`src/rtl/vpat656_pkg.sv`:
```
package vpat656_pkg;

   typedef enum logic [1:0] {
      Z_EAV,
      Z_BLANK,
      Z_SAV,
      Z_ACT
   } zone_e;

   typedef struct packed {
      logic [7:0] y;
      logic [7:0] cb;
      logic [7:0] cr;
   } ycc_t;

   localparam logic [7:0] Y_BLK     = 8'h10;
   localparam logic [7:0] Y_MAX     = 8'hEB;
   localparam logic [7:0] C_MID     = 8'h80;
   localparam logic [7:0] Y_STEP_HI = 8'hA9;

   // 70 % bars, white to black
   function automatic ycc_t bar_color(input logic [2:0] idx);
      ycc_t c;
      unique case (idx)
         3'd0: c = '{8'd169, 8'd128, 8'd128};
         3'd1: c = '{8'd152, 8'd50,  8'd141};
         3'd2: c = '{8'd123, 8'd154, 8'd50};
         3'd3: c = '{8'd106, 8'd76,  8'd62};
         3'd4: c = '{8'd79,  8'd180, 8'd194};
         3'd5: c = '{8'd62,  8'd102, 8'd206};
         3'd6: c = '{8'd33,  8'd206, 8'd115};
         default: c = '{8'd16, 8'd128, 8'd128};
      endcase
      return c;
   endfunction

   function automatic logic [7:0] xy_code(input logic f, input logic v, input logic h);
      return {1'b1, f, v, h, v ^ h, f ^ h, f ^ v, f ^ v ^ h};
   endfunction

   function automatic logic [7:0] sample_clamp(input logic [7:0] s);
      if (s == 8'h00)      return 8'h01;
      else if (s == 8'hFF) return 8'hFE;
      else                 return s;
   endfunction

endpackage

```
`src/rtl/vpat656_timing.sv`:
```
module vpat656_timing
   import vpat656_pkg::*;
#(
   parameter int ACT_PIX = 720,
   parameter int HBLK_N  = 268,
   parameter int HBLK_P  = 280,
   parameter int N_LINES = 525,
   parameter int N_FS    = 266,
   parameter int N_FE    = 4,
   parameter int N_A1    = 20,
   parameter int N_B1    = 264,
   parameter int N_A2    = 283,
   parameter int N_B2    = 526,
   parameter int P_LINES = 625,
   parameter int P_FS    = 313,
   parameter int P_FE    = 1,
   parameter int P_A1    = 23,
   parameter int P_B1    = 311,
   parameter int P_A2    = 336,
   parameter int P_B2    = 624,
   parameter int HW      = 11,
   parameter int VW      = 10
) (
   input  logic          clk,
   input  logic          rst_n,
   input  logic          fmt_in,
   input  logic [3:0]    pat_in,
   output logic          fmt_q,
   output logic [3:0]    pat_q,
   output zone_e         zone,
   output logic [HW-1:0] ofs,
   output logic          f_bit,
   output logic          v_bit,
   output logic          frame_end
);

   localparam int LEN_N = 2 * ACT_PIX + HBLK_N + 8;
   localparam int LEN_P = 2 * ACT_PIX + HBLK_P + 8;

   localparam logic [HW-1:0] LAST_N = HW'(LEN_N - 1);
   localparam logic [HW-1:0] LAST_P = HW'(LEN_P - 1);
   localparam logic [HW-1:0] SAVB_N = HW'(HBLK_N + 4);
   localparam logic [HW-1:0] SAVB_P = HW'(HBLK_P + 4);
   localparam logic [HW-1:0] ACTB_N = HW'(HBLK_N + 8);
   localparam logic [HW-1:0] ACTB_P = HW'(HBLK_P + 8);

   localparam logic [VW-1:0] TOT_N = VW'(N_LINES);
   localparam logic [VW-1:0] TOT_P = VW'(P_LINES);

   logic [HW-1:0] hcnt;
   logic [VW-1:0] lnum;
   logic [HW-1:0] last_b, sav_b, act_b;
   logic [VW-1:0] tot, fs, fe, a1, b1, a2, b2;
   logic          line_end;

   // per-format constants
   always_comb begin
      if (fmt_q) begin
         last_b = LAST_P;  sav_b = SAVB_P;  act_b = ACTB_P;  tot = TOT_P;
         fs = VW'(P_FS);  fe = VW'(P_FE);  a1 = VW'(P_A1);
         b1 = VW'(P_B1);  a2 = VW'(P_A2);  b2 = VW'(P_B2);
      end else begin
         last_b = LAST_N;  sav_b = SAVB_N;  act_b = ACTB_N;  tot = TOT_N;
         fs = VW'(N_FS);  fe = VW'(N_FE);  a1 = VW'(N_A1);
         b1 = VW'(N_B1);  a2 = VW'(N_A2);  b2 = VW'(N_B2);
      end
   end

   assign line_end  = (hcnt == last_b);
   assign frame_end = line_end && (lnum == tot);

   assign f_bit = (lnum >= fs) || (lnum < fe);
   assign v_bit = (lnum < a1) || ((lnum >= b1) && (lnum < a2)) || (lnum >= b2);

   always_comb begin
      if (hcnt < HW'(4)) begin
         zone = Z_EAV;
         ofs  = hcnt;
      end else if (hcnt < sav_b) begin
         zone = Z_BLANK;
         ofs  = hcnt;
      end else if (hcnt < act_b) begin
         zone = Z_SAV;
         ofs  = hcnt - sav_b;
      end else begin
         zone = Z_ACT;
         ofs  = hcnt - act_b;
      end
   end

   always_ff @(posedge clk) begin
      if (!rst_n) begin
         hcnt  <= '0;
         lnum  <= VW'(1);
         fmt_q <= 1'b0;
         pat_q <= 4'd0;
      end else if (line_end) begin
         hcnt <= '0;
         if (lnum == tot) begin
            lnum  <= VW'(1);
            fmt_q <= fmt_in;
            pat_q <= pat_in;
         end else begin
            lnum <= lnum + 1'b1;
         end
      end else begin
         hcnt <= hcnt + 1'b1;
      end
   end

   AST_LATCH_AT_FRAME: assert property (@(posedge clk) disable iff (!rst_n)
      !$stable({fmt_q, pat_q}) |-> $past(frame_end)) else $error("settings changed mid-frame");
   AST_LINE_RANGE: assert property (@(posedge clk) disable iff (!rst_n)
      (lnum >= VW'(1)) && (lnum <= tot)) else $error("line number out of frame");

endmodule

```
`src/rtl/vpat656_pattern.sv`:
```
module vpat656_pattern
   import vpat656_pkg::*;
#(
   parameter int ACT_PIX = 720,
   parameter int PW      = 10
) (
   input  logic          clk,
   input  logic          rst_n,
   input  logic [3:0]    pat,
   input  logic [PW-1:0] ypix,
   input  logic [PW-1:0] cpix,
   output logic [7:0]    y,
   output logic [7:0]    cb,
   output logic [7:0]    cr
);

   localparam int BW  = ACT_PIX / 8;
   localparam int RW  = PW + 5;
   localparam logic [PW-1:0] HALF = PW'(ACT_PIX / 2);

   ycc_t       bar_l, bar_c;
   logic [7:0] ramp_y [4];

   assign bar_l = bar_color(3'(ypix / BW));
   assign bar_c = bar_color(3'(cpix / BW));

   // one ramp per slope: Y = 16 + (p << g) / 2, ceiling at 235
   for (genvar g = 0; g < 4; g++) begin : g_ramp
      logic [RW-1:0] sum;
      assign sum       = RW'(Y_BLK) + ((RW'(ypix) << g) >> 1);
      assign ramp_y[g] = (sum > RW'(Y_MAX)) ? Y_MAX : sum[7:0];
   end

   always_comb begin
      y  = Y_BLK;
      cb = C_MID;
      cr = C_MID;
      if (!pat[3]) begin
         unique case (pat[2:0])
            3'd0: begin
               y  = bar_l.y;
               cb = bar_c.cb;
               cr = bar_c.cr;
            end
            3'd1: y = bar_l.y;
            3'd2: y = (ypix < HALF) ? Y_BLK : Y_STEP_HI;
            3'd3: begin
               y  = 8'd123;
               cb = 8'd154;
               cr = 8'd50;
            end
            3'd4: y = ramp_y[0];
            3'd5: y = ramp_y[1];
            3'd6: y = ramp_y[2];
            default: y = ramp_y[3];
         endcase
      end
   end

   AST_RAMP_CEIL: assert property (@(posedge clk) disable iff (!rst_n)
      (!pat[3] && pat[2]) |-> ((y >= Y_BLK) && (y <= Y_MAX))) else $error("ramp outside range");

endmodule

```
`src/rtl/vpat656_gen.sv`:
```
module vpat656_gen
   import vpat656_pkg::*;
#(
   parameter int ACT_PIX = 720,
   parameter int HBLK_N  = 268,
   parameter int HBLK_P  = 280,
   parameter int N_LINES = 525,
   parameter int N_FS    = 266,
   parameter int N_FE    = 4,
   parameter int N_A1    = 20,
   parameter int N_B1    = 264,
   parameter int N_A2    = 283,
   parameter int N_B2    = 526,
   parameter int P_LINES = 625,
   parameter int P_FS    = 313,
   parameter int P_FE    = 1,
   parameter int P_A1    = 23,
   parameter int P_B1    = 311,
   parameter int P_A2    = 336,
   parameter int P_B2    = 624
) (
   input  logic       clk,
   input  logic       rst_n,
   input  logic [3:0] pat_sel,
   input  logic       fmt_pal,
   output logic [7:0] dout
);

   localparam int LEN_MAX = 2 * ACT_PIX + ((HBLK_N > HBLK_P) ? HBLK_N : HBLK_P) + 8;
   localparam int LIN_MAX = (N_LINES > P_LINES) ? N_LINES : P_LINES;
   localparam int HW      = $clog2(LEN_MAX);
   localparam int VW      = $clog2(LIN_MAX + 2);
   localparam int PW      = $clog2(ACT_PIX);

   // elaboration-time parameter checks
   if (ACT_PIX % 16 != 0) begin : g_chk_act
      $error("ACT_PIX must be a multiple of 16");
   end
   if ((HBLK_N % 2 != 0) || (HBLK_P % 2 != 0)) begin : g_chk_hb
      $error("horizontal blanking must be an even byte count");
   end
   if (!((N_A1 <= N_B1) && (N_B1 <= N_A2) && (N_A2 <= N_B2) && (N_B2 <= N_LINES + 1))) begin : g_chk_vn
      $error("525-line vertical boundaries out of order");
   end
   if (!((P_A1 <= P_B1) && (P_B1 <= P_A2) && (P_A2 <= P_B2) && (P_B2 <= P_LINES + 1))) begin : g_chk_vp
      $error("625-line vertical boundaries out of order");
   end

   logic          fmt_q;
   logic [3:0]    pat_q;
   zone_e         zone;
   logic [HW-1:0] ofs;
   logic          f_bit, v_bit, frame_end;
   logic [PW-1:0] ypix, cpix;
   logic [7:0]    y_s, cb_s, cr_s;
   logic [7:0]    raw, nxt;

   vpat656_timing #(
      .ACT_PIX(ACT_PIX), .HBLK_N(HBLK_N), .HBLK_P(HBLK_P),
      .N_LINES(N_LINES), .N_FS(N_FS), .N_FE(N_FE), .N_A1(N_A1), .N_B1(N_B1),
      .N_A2(N_A2), .N_B2(N_B2),
      .P_LINES(P_LINES), .P_FS(P_FS), .P_FE(P_FE), .P_A1(P_A1), .P_B1(P_B1),
      .P_A2(P_A2), .P_B2(P_B2),
      .HW(HW), .VW(VW)
   ) i_timing (
      .clk      (clk),
      .rst_n    (rst_n),
      .fmt_in   (fmt_pal),
      .pat_in   (pat_sel),
      .fmt_q    (fmt_q),
      .pat_q    (pat_q),
      .zone     (zone),
      .ofs      (ofs),
      .f_bit    (f_bit),
      .v_bit    (v_bit),
      .frame_end(frame_end)
   );

   assign ypix = PW'(ofs >> 1);
   assign cpix = PW'((ofs >> 2) << 1);

   vpat656_pattern #(
      .ACT_PIX(ACT_PIX), .PW(PW)
   ) i_pattern (
      .clk  (clk),
      .rst_n(rst_n),
      .pat  (pat_q),
      .ypix (ypix),
      .cpix (cpix),
      .y    (y_s),
      .cb   (cb_s),
      .cr   (cr_s)
   );

   always_comb begin
      unique case (ofs[1:0])
         2'd0:    raw = cb_s;
         2'd2:    raw = cr_s;
         default: raw = y_s;
      endcase
   end

   always_comb begin
      nxt = C_MID;
      unique case (zone)
         Z_EAV, Z_SAV: begin
            unique case (ofs[1:0])
               2'd0:    nxt = 8'hFF;
               2'd3:    nxt = xy_code(f_bit, v_bit, zone == Z_EAV);
               default: nxt = 8'h00;
            endcase
         end
         Z_BLANK: nxt = ofs[0] ? Y_BLK : C_MID;
         default: nxt = v_bit ? (ofs[0] ? Y_BLK : C_MID) : sample_clamp(raw);
      endcase
   end

   always_ff @(posedge clk) begin
      if (!rst_n) dout <= C_MID;
      else        dout <= nxt;
   end

   AST_EAV_LEAD: assert property (@(posedge clk) disable iff (!rst_n)
      (zone == Z_EAV && ofs == '0) |=> (dout == 8'hFF)) else $error("line does not open with FF");
   AST_XY_PARITY: assert property (@(posedge clk) disable iff (!rst_n)
      ($past(dout, 3) == 8'hFF && $past(dout, 2) == 8'h00 && $past(dout, 1) == 8'h00)
      |-> (dout[7] && dout[3:0] == {dout[5] ^ dout[4], dout[6] ^ dout[4],
                                    dout[6] ^ dout[5], dout[6] ^ dout[5] ^ dout[4]}))
      else $error("bad status word protection");
   AST_ACT_NO_CODE: assert property (@(posedge clk) disable iff (!rst_n)
      (zone == Z_ACT && !v_bit) |=> (dout != 8'h00 && dout != 8'hFF)) else $error("reserved value in active");

endmodule

```
`config.mk`:
```
export PLATFORM = sky130hd
export DESIGN_NAME = vpat656_gen
export DESIGN_NICKNAME = d
export VERILOG_FILES = /design/src/rtl/vpat656_pkg.sv /design/src/rtl/vpat656_timing.sv /design/src/rtl/vpat656_pattern.sv /design/src/rtl/vpat656_gen.sv
export SDC_FILE = /design/constraint.sdc
export NUM_CORES = 1
export LEC_CHECK = 0
export ABC_CLOCK_PERIOD_IN_PS = 14010
export BUFFER_PORTS_ARGS = -buffer_cell sky130_fd_sc_hd__buf_2
export CORE_ASPECT_RATIO = 0.75
export CORE_MARGIN = 3
export CORE_UTILIZATION = 35
export CTS_CLUSTER_SIZE = 16
export DETAILED_ROUTE_END_ITERATION = 10
export PLACE_DENSITY_LB_ADDON = 0.15
export RECOVER_POWER = 25
export SLEW_MARGIN = 20
export SYNTH_ARGS = -nofsm -noshare
export SYNTH_HDL_FRONTEND = slang
export SYNTH_SLANG_ARGS = --single-unit
```
`constraint.sdc`:
```
create_clock -name clk -period 14.01 [get_ports clk]
set_input_delay 0.7005 -clock clk [delete_from_list [all_inputs] [get_ports clk]]
set_output_delay 0.7005 -clock clk [all_outputs]
set_load 0.01 [all_outputs]
```
Yosys cells after proc, flatten, opt, wreduce, memory -nomap -nowiden
Index checks and enable logic that the tools add are counted.
- add/sub/neg operators: 8
- div/mod/pow operators: 2
- order comparisons: 14
- eq/ne operators: 25
- muxes and demuxes: 37
- bitwise gates (word level): 5
- reductions and logical operators: 14
- operator list (cell ; number):
    24-bit case mux with 7 select lines ; 1
    16-bit case mux with 7 select lines ; 1
    8-bit 2-to-1 mux ; 12
    8-bit case mux with 2 select lines ; 5
    10-bit by 7-bit divider with 32-bit output, second input constant ; 2
    15-bit by 8-bit greater-than comparator with 1-bit output, second input constant ; 4
    8-bit case mux with 6 select lines ; 1
    11-bit 2-to-1 mux ; 3
    3-bit equality test, second input constant ; 9
    11-bit by 9-bit less-than comparator with 1-bit output ; 2
    11-bit by 9-bit subtractor with 11-bit output ; 2
    7-bit 2-to-1 mux ; 3
    10-bit by 9-bit greater-or-equal comparator with 1-bit output ; 2
    3-bit by 2-bit equality test with 1-bit output, second input constant ; 6
    6-bit 2-to-1 mux ; 3
    5-bit by 12-bit adder with 13-bit output, first input constant ; 1
    5-bit by 11-bit adder with 12-bit output, first input constant ; 1
    11-bit by 1-bit adder with 11-bit output, second input constant ; 1
    5-bit by 10-bit adder with 11-bit output, first input constant ; 1
    11-bit equality test ; 1
    11-bit by 3-bit less-than comparator with 1-bit output, second input constant ; 1
    10-bit by 1-bit adder with 10-bit output, second input constant ; 1
    5-bit by 9-bit adder with 10-bit output, first input constant ; 1
    10-bit equality test ; 1
    other kinds (23) ; 40
- flip-flop bits (word level): 34
- input port bits: 7
- output and inout port bits: 8

Depth between registers and ports, before layout
Gate-level depths: netlist of run 1.
- depth after elaboration: 16
- depth in mapped cells: 41
- depth with buffers taken out: 37

By module
Synthesis of run 1 repeated with hierarchy kept, for this count alone.
- cell total of the unflattened synthesis: 836
- area total of the unflattened synthesis: 6107.1 sq um
- by module, submodules not included (module ; times used ; cells each ; area each (sq um) ; sequential area each (sq um)):
    vpat656_pattern ; 1 ; 504 ; 3358.2 ; 0.0
    vpat656_timing ; 1 ; 255 ; 2122.0 ; 520.5
    vpat656_gen ; 1 ; 77 ; 626.9 ; 160.2

Worst setup path before layout of run 1
OpenSTA, ideal clock, no wires.
- path kind: register to register
- from: register i_timing.fmt_q
- to: register dout[0]
- setup time: 0.086 ns
- data arrival time: 8.403 ns
- required time: 13.924 ns
- path slack: 5.522 ns
- stages on the path, launching flop included: 37
- path through: dfxtp_1 inv_1 ha_1 buf_2 a211o_1 a311oi_1 o21ai_0 a311oi_1 clkbuf_1 inv_1 ha_1 or2_1 clkbuf_1 a21oi_1 or3_1 a2bb2oi_1 o211a_1 inv_2 a21o_1 buf_4 a221oi_4 inv_1 ha_1 nand2b_1 nor4_1 o211ai_1 o31ai_1 a311oi_1 a21oi_1 or2_1 a2111oi_4 mux2_1 o31a_2 mux2i_1 a41oi_1 a31oi_1 a211oi_1
- word-level cells in the longest chain between the ends: 16
- RTL lines (element ; RTL line ; source):
    from (decl) ; vpat656_timing.sv:28 ; output logic fmt_q,
    from (signal assigned) ; vpat656_timing.sv:101 ; fmt_q <= fmt_in;
    6-bit 2-to-1 mux or 4-bit 2-to-1 mux (tied branches) ; vpat656_timing.sv:58 ; if (fmt_q) begin
    11-bit by 9-bit subtractor with 11-bit output, or another cell as far along ; vpat656_timing.sv:87 ; ofs = hcnt - act_b;
    11-bit 2-to-1 mux ; vpat656_timing.sv:82 ; end else if (hcnt < act_b) begin
    11-bit 2-to-1 mux ; vpat656_timing.sv:79 ; end else if (hcnt < sav_b) begin
    11-bit 2-to-1 mux ; vpat656_timing.sv:76 ; if (hcnt < HW'(4)) begin
    10-bit by 7-bit divider with 32-bit output, or another cell as far along ; vpat656_pattern.sv:24 ; assign bar_l = bar_color(3'(ypix / BW));
    3-bit equality test, or another cell as far along ; vpat656_pkg.sv:24 ; unique case (idx)
    24-bit case mux with 7 select lines, or another cell as far along ; vpat656_pkg.sv:24 ;
    8-bit case mux with 6 select lines or 8-bit case mux with 2 select lines (tied branches) ; vpat656_pattern.sv:39 ; unique case (pat[2:0])
    8-bit 2-to-1 mux ; vpat656_pattern.sv:38 ; if (!pat[3]) begin
    8-bit case mux with 2 select lines ; vpat656_gen.sv:96 ; unique case (ofs[1:0])
    8-bit equality test ; vpat656_pkg.sv:43 ; else if (s == 8'hFF) return 8'hFE;
    8-bit 2-to-1 mux ; vpat656_pkg.sv:43 ;
    8-bit 2-to-1 mux ; vpat656_pkg.sv:42 ; if (s == 8'h00) return 8'h01;
    8-bit 2-to-1 mux ; vpat656_gen.sv:114 ; default: nxt = v_bit ? (ofs[0] ? Y_BLK : C_MID) : sample_clamp(raw);
    8-bit case mux with 2 select lines (*) ; vpat656_gen.sv:105 ; unique case (zone)
    to (signal assigned) ; vpat656_gen.sv:120 ; else dout <= nxt;
    to (decl) ; vpat656_gen.sv:26 ; output logic [7:0] dout
Every way passes the cells marked *; elsewhere a longest branch is shown, timed or not.
A chain may end at the register's enable or synchronous reset.

Final worst setup path of run 1
Same ends and word-level chain as after synthesis.

==> results of run 1 <==
## critical path: cells and delay by family, from the launching register on
| family | cells | cell delay [ps] |
|---|---|---|
| AOI/OAI and AO/OA | 17 | 4350 |
| xor gates and xnor gates | 1 | 820 |
| buffers and inverters | 5 | 1350 |
| adders and majority gates | 4 | 1560 |
| and+or+nand+nor | 8 | 1720 |
| DFF | 1 | 510 |
## stage by stage
stage                     instance area [um2]  power, mW  worst slack (ps)  hold WS, ps  cells
after floorplan                          5790      0.129              5520          460    831
after global placement                   5980      0.141              4210          495   1012
after detailed placement                 5980      0.141              3850          502   1012
after CTS                                6130      0.254              3790          525   1020
after global routing                     6120      0.263              2950          595   1020
final                                    6120      0.251              3600          526   1020
## flip-flops by register name, indices dropped and copies added (netlist names)
| register | flops |
|---|---|
| i_timing.pat_q | 4 |
| i_timing.lnum | 10 |
| dout | 8 |
| i_timing.hcnt | 11 |
| i_timing.fmt_q | 1 |
## Yosys cell counts, drive strengths merged, types with 5 or more instances
cell / instances / share of area
a311oi: 6 / 0.0091
o22ai: 7 / 0.0076
nor2b: 10 / 0.011
o21a: 10 / 0.013
a211oi: 15 / 0.021
o31a: 6 / 0.0093
nor3: 28 / 0.027
buf: 13 / 0.013
o2111ai: 6 / 0.0091
o311ai: 5 / 0.0089
o21ai: 59 / 0.053
nand3: 40 / 0.037
or3: 17 / 0.018
o221ai: 5 / 0.0076
xnor2: 36 / 0.057
a21o: 10 / 0.013
xor2: 14 / 0.021
o211ai: 10 / 0.013
a21oi: 58 / 0.051
dfxtp: 34 / 0.12
or2: 7 / 0.0076
mux2i: 17 / 0.029
nand4: 15 / 0.016
nand2b: 15 / 0.018
a41oi: 6 / 0.0091
clkbuf: 38 / 0.025
nor2: 87 / 0.056
and2: 5 / 0.0054
nand2: 78 / 0.051
ha: 43 / 0.093
a31oi: 13 / 0.014
nor4: 14 / 0.020
inv: 30 / 0.020
o31ai: 6 / 0.0078
## power breakdown
group          internal [mW]  switching (mW)  total [mW]
Clock                 0.0703          0.0418       0.112
Sequential             0.100         0.00304       0.103
Combinational         0.0123          0.0235      0.0357
## metal layers
layer  vias up  track usage  share of wire  wire, um
met5         -            0              0         0
met2       336        0.311           0.41      8460
met1      3053        0.343           0.49     10100
li1       3067            -              -         -
met3        28       0.0361          0.087      1790
met4         0       0.0474          0.014       288
## final cells by class
class                           instances  area, um2
Fill cell                            1706      10000
Inverter                               32        123
Clock inverter                          2       12.5
Multi-Input combinational cell        714       4780
Timing Repair Buffer                   22        116
Tap cell                              210        263
Sequential cell                        34        681
Clock buffer                            6        139
## logic make-up (layout without fill, tap and decap cells)
logic type / count (synthesis) / in the layout / share of synthesized area
XOR/XNOR: 50 / 50 / 0.0782
buffers and inverters: 83 / 62 / 0.0584
AO/OA/AOI/OAI: 268 / 268 / 0.325
multiplexers: 21 / 21 / 0.0372
adder cells (fa/ha/maj): 45 / 45 / 0.0981
AND/OR/NAND/NOR: 330 / 330 / 0.285
flip-flops: 34 / 34 / 0.118
## placed cells by master (no fill, tap or decap), drive strengths merged, types with 13 or more instances in the layout
cell type   n
a211oi     15
a21oi      58
a31oi      13
buf        13
clkbuf     15
dfxtp      34
ha         43
inv        30
mux2i      17
nand2      78
nand2b     15
nand3      40
nand4      15
nor2       87
nor3       28
nor4       14
o21ai      59
or3        17
xnor2      36
xor2       14
## worst min-delay path by stage
stage / to / startpoint / slack (ps)
final: i_timing.hcnt[0] / i_timing.hcnt[0] / 530
after global routing: i_timing.hcnt[0] / i_timing.hcnt[0] / 590
after CTS: i_timing.hcnt[0] / i_timing.hcnt[0] / 530
after detailed placement: i_timing.hcnt[0] / i_timing.hcnt[0] / 500
after global placement: i_timing.hcnt[0] / i_timing.hcnt[0] / 490
after floorplan: i_timing.hcnt[0] / i_timing.hcnt[0] / 460
==> flow_metrics.tcl, run 1 <==
set metrics [dict create \
    status "complete, no violations" \
    crit_type "register to register" \
    synth-seq-cells 34 \
    hold_path_class "register to register" \
    cp_slowest_cell "xnor2_2" \
    cts_buffer_depth 2 \
    vias 6484 \
    utilization 0.380 \
    placement_rows 40 \
    drive_above_1_share 0.0691 \
    grt_pass1_vias 6093 \
    fin_nets 860 \
    drt-vias-per-instance 6.36 \
    r2r_slack_ps 3600 \
    crit_path_start "i_timing.fmt_q" \
    overflow 0 \
    startpoint_type "register" \
    wl_per_cell_um 20.2 \
    initial_core_util 0.359 \
    async_reset_ff_frac 0 \
    grt_start_max_net_pins 30 \
    dieWidth_um 155 \
    endpoint_kind "register" \
    clock_sinks 34 \
    drc_errors 0 \
    clkTransAtPathRegs_ps 60 \
    finalHoldViolCount 0 \
    cts_setup_buffers 0 \
    tns_ps 0 \
    drv_slew 0 \
    core_um2 16100 \
    gp_congestion 0.964 \
    final.period_utilization 0.743 \
    skew_ps 8.87 \
    io_pins 15 \
    tightest_slew_ps 1010 \
    ys_types 91 \
    setup_viol 0 \
    area_delta_synth_final_pct 5.64 \
    ys.flop_type "dfxtp_1" \
    dp_hpwl_um 15500 \
    cts_hold_buf 0 \
    cellLeakagePower_nw 2.21 \
    cts_max_level 2 \
    io_buffers 14 \
    slowest_delay_ps 820 \
    period_needed_ps 10410 \
    avgSynthCellArea_um2 6.97 \
    critPathMaxFanout 20 \
    rsz0062_at_grt "no" \
    ant_nets 0 \
    routed_wirelength_um 20600 \
    r2r_start "i_timing.fmt_q" \
    p_per_area_nw_per_um2 41.0 \
    crit_arrival_ps 10600 \
    yosys_warnings 0 \
    antenna_cells 0 \
    min_path_cells 1 \
    synth_nets 882 \
    maxCapViolations 0 \
    synthCells 831 \
    cts_tree "yes" \
    insertion_delay_ps 280 \
    yosysSeqAreaShare 0.118 \
    groute.usage.overall 0.219 \
    max_freq_mhz 96.1 \
    die_area_um2 18100 \
    netlist_area_um2 5790 \
    r2r-end "dout[0]" \
    dr.pass1.iters 5 \
    numCtsBuffers 5 \
    die_h_um 117 \
    critPathCapture "dout[0]" \
    antenna_found_initial 0 \
    ir_drop_mv 0.0622 \
    drtIter0Drc 823 \
    cts-root-buf "clkbuf_16" \
    required_ps 14210 \
    postCtsResizedCells 0 \
    max_slew_margin 0.323 \
    grt_pass1_wl_um 33100 \
    reg2reg_depth 35 \
    synth_edf_count 0 \
]
No activity file was read; power rests on OpenSTA's default activity.
==> run 2, diff against run 1 <==
ABC_AREA = 1   (was default)
ABC_CLOCK_PERIOD_IN_PS = 10900   (was 14010)
clock period = 10.9 ns   (was 14.01 ns; I/O delays follow)
==> flow_metrics.tcl, run 2 <==
set metrics [dict create \
    finalHoldViolCount 0 \
    largest_register_ffs 11 \
    grt_start_max_net_pins 28 \
    drv_slew 0 \
    synth-seq-cells 34 \
    critPathMaxFanout 27 \
    die_h_um 118 \
    status "complete, no violations" \
    seqPwrFrac 0.428 \
    clkTransAtPathRegs_ps 50 \
    fin_nets 1069 \
    crit_arrival_ps 7720 \
    ant_nets 0 \
    hold_path_class "input pin to register" \
    cts_hold_buf 0 \
    drtIter0Drc 576 \
    critical_path.most_common_cell "nand2_1" \
    skew_ps 3.85 \
    groute.usage.overall 0.189 \
    cts_buffer_depth 2 \
    dr.pass1.iters 5 \
    mostFrequentLayoutCell "nand2_1" \
    avgSynthCellArea_um2 5.78 \
    tightest_slew_ps 925 \
    holdCritStartpoint "fmt_pal" \
    numCtsBuffers 5 \
    synth_area_leader_cell "nand2_1" \
    cts_max_level 2 \
    grt_pass1_vias 5572 \
    r2r_start "i_timing.fmt_q" \
    r2r_slack_ps 3390 \
    ys_top_cells_by_count "286 x nand2_1, 132 x inv_1, 102 x nor2_1" \
    ys.flop_type "dfxtp_1" \
    max_slew_margin 0.367 \
    top_register "i_timing.hcnt" \
    cellLeakagePower_nw 3.12 \
    placement_rows 40 \
    postCtsResizedCells 0 \
    p_per_area_nw_per_um2 49.8 \
    dp_hpwl_um 14200 \
    yosys-top-cells-area "nand2_1 18%, dfxtp_1 12%, ha_1 9.2%" \
    grt_pass1_wl_um 29000 \
    cts_setup_buffers 0 \
    required_ps 11110 \
    overflow 0 \
    ir_drop_mv 0.0634 \
    slowest_delay_ps 520 \
    vias 6346 \
    gp_congestion 0.905 \
    total_power_mw 0.308 \
    r2r-end "dout[0]" \
    tns_ps 0 \
    final_cell_mix "286 x nand2_1, 132 x inv_1, 102 x nor2_1, 77 x nand3_1, 59 x o21ai_0" \
    drc_errors 0 \
    insertion_delay_ps 280 \
    reg2reg_depth 41 \
    area_delta_synth_final_pct 6.18 \
    io_pins 15 \
    netlist_area_um2 5830 \
    routed_wirelength_um 17500 \
    hold_path_end "i_timing.fmt_q" \
    ys_types 48 \
    synthCells 1009 \
    maxCapViolations 0 \
    drive_above_1_share 0.0845 \
    async_reset_ff_frac 0 \
    max_freq_mhz 133 \
    cp_slowest_cell "a2111oi_0" \
    synth_nets 1060 \
    die_area_um2 18300 \
    yosysSeqAreaShare 0.117 \
    synth_top_area_frac 0.184 \
    wl_per_cell_um 14.2 \
    synth_edf_count 0 \
    initial_core_util 0.361 \
    period_needed_ps 7510 \
    crit_type "register to register" \
    p_comb_frac 0.140 \
    clock_sinks 34 \
    power_switching_mw 0.0822 \
    switching_share 0.267 \
    setup_viol 0 \
    final.period_utilization 0.689 \
    antenna_found_initial 0 \
    yosys_warnings 0 \
    min_path_cells 3 \
    drt-vias-per-instance 5.17 \
    fillers 1797 \
    antenna_cells 0 \
    largestRegisters "i_timing.hcnt: 11 flops, i_timing.lnum: 10 flops, dout: 8 flops" \
    io_buffers 14 \
    yosysMostFrequentCell "nand2_1" \
    pwr-share-clk 0.433 \
    startpoint_type "register" \
    holdWs_ps 497 \
    endpoint_kind "register" \
    rsz0062_at_grt "no" \
    core_um2 16200 \
    cts-root-buf "clkbuf_16" \
    cts_tree "yes" \
    p_int_mw 0.226 \
    dieWidth_um 155 \
]
## run 2: logic make-up after synthesis
kind of cell,share of synthesized area
adders and majority gates,0.0957
xor gates and xnor gates,0.0343
buffers and inverters,0.112
AOI/OAI and AO/OA,0.135
DFF,0.117
and+or+nand+nor,0.506
## run 2: cell type report
type / count / area (um2) / share of cell area
repair buffers: 15 / 67.6 / 0.0109
well taps: 210 / 263 / 0.0424
clock buffers: 7 / 133 / 0.0214
multi-input cells: 816 / 4500 / 0.727
inverters: 146 / 548 / 0.0885
flip-flops and latches: 34 / 681 / 0.110
## run 2: power groups by stage
| stage | sequential, mW | clock (mW) | combinational, mW |
|---|---|---|---|
| after detailed placement | 0.134 | 0 | 0.0432 |
| after global routing | 0.132 | 0.144 | 0.0490 |
| after floorplan | 0.135 | 0 | 0.0277 |
| after global placement | 0.134 | 0 | 0.0447 |
| final | 0.132 | 0.133 | 0.0431 |
| after CTS | 0.132 | 0.136 | 0.0438 |
## run 2: worst max-delay path by stage
stage | slack [ps] | startpoint | cells past startpoint | end
global route | 2650 | i_timing.fmt_q | 46 | dout[0]
CTS | 3490 | i_timing.fmt_q | 41 | dout[0]
global placement | 3730 | i_timing.fmt_q | 41 | dout[0]
detailed placement | 3500 | i_timing.fmt_q | 41 | dout[0]
finish | 3390 | i_timing.fmt_q | 41 | dout[0]
floorplan | 5040 | i_timing.fmt_q | 54 | dout[0]
## run 2: critical path, delay by kind of cell (launching register included)
family / cells / cell delay (ps)
adders and majority gates: 4 / 1240
buffers and inverters: 5 / 960
AOI/OAI and AO/OA: 9 / 2010
and+or+nand+nor: 23 / 2740
DFF: 1 / 480
## run 2: routing by layer
layer  vias up  GRT usage  share of wire
met5         -          0              0
met4         0     0.0259         0.0070
met3        14     0.0301          0.070
met2       201      0.237           0.36
met1      2791      0.327           0.56
li1       3340          -              -
## run 2: metrics by stage
step | setup WS, ps | area [um2] | std cells | utilization
5_1_grt | 2650 | 6190 | 1228 | 0.383
4_1_cts | 3490 | 6200 | 1228 | 0.384
6_report | 3390 | 6190 | 1228 | 0.383
3_5_place_dp | 3500 | 6070 | 1221 | 0.376
3_3_place_gp | 3730 | 6070 | 1221 | 0.376
2_1_floorplan | 5040 | 5830 | 1009 | -
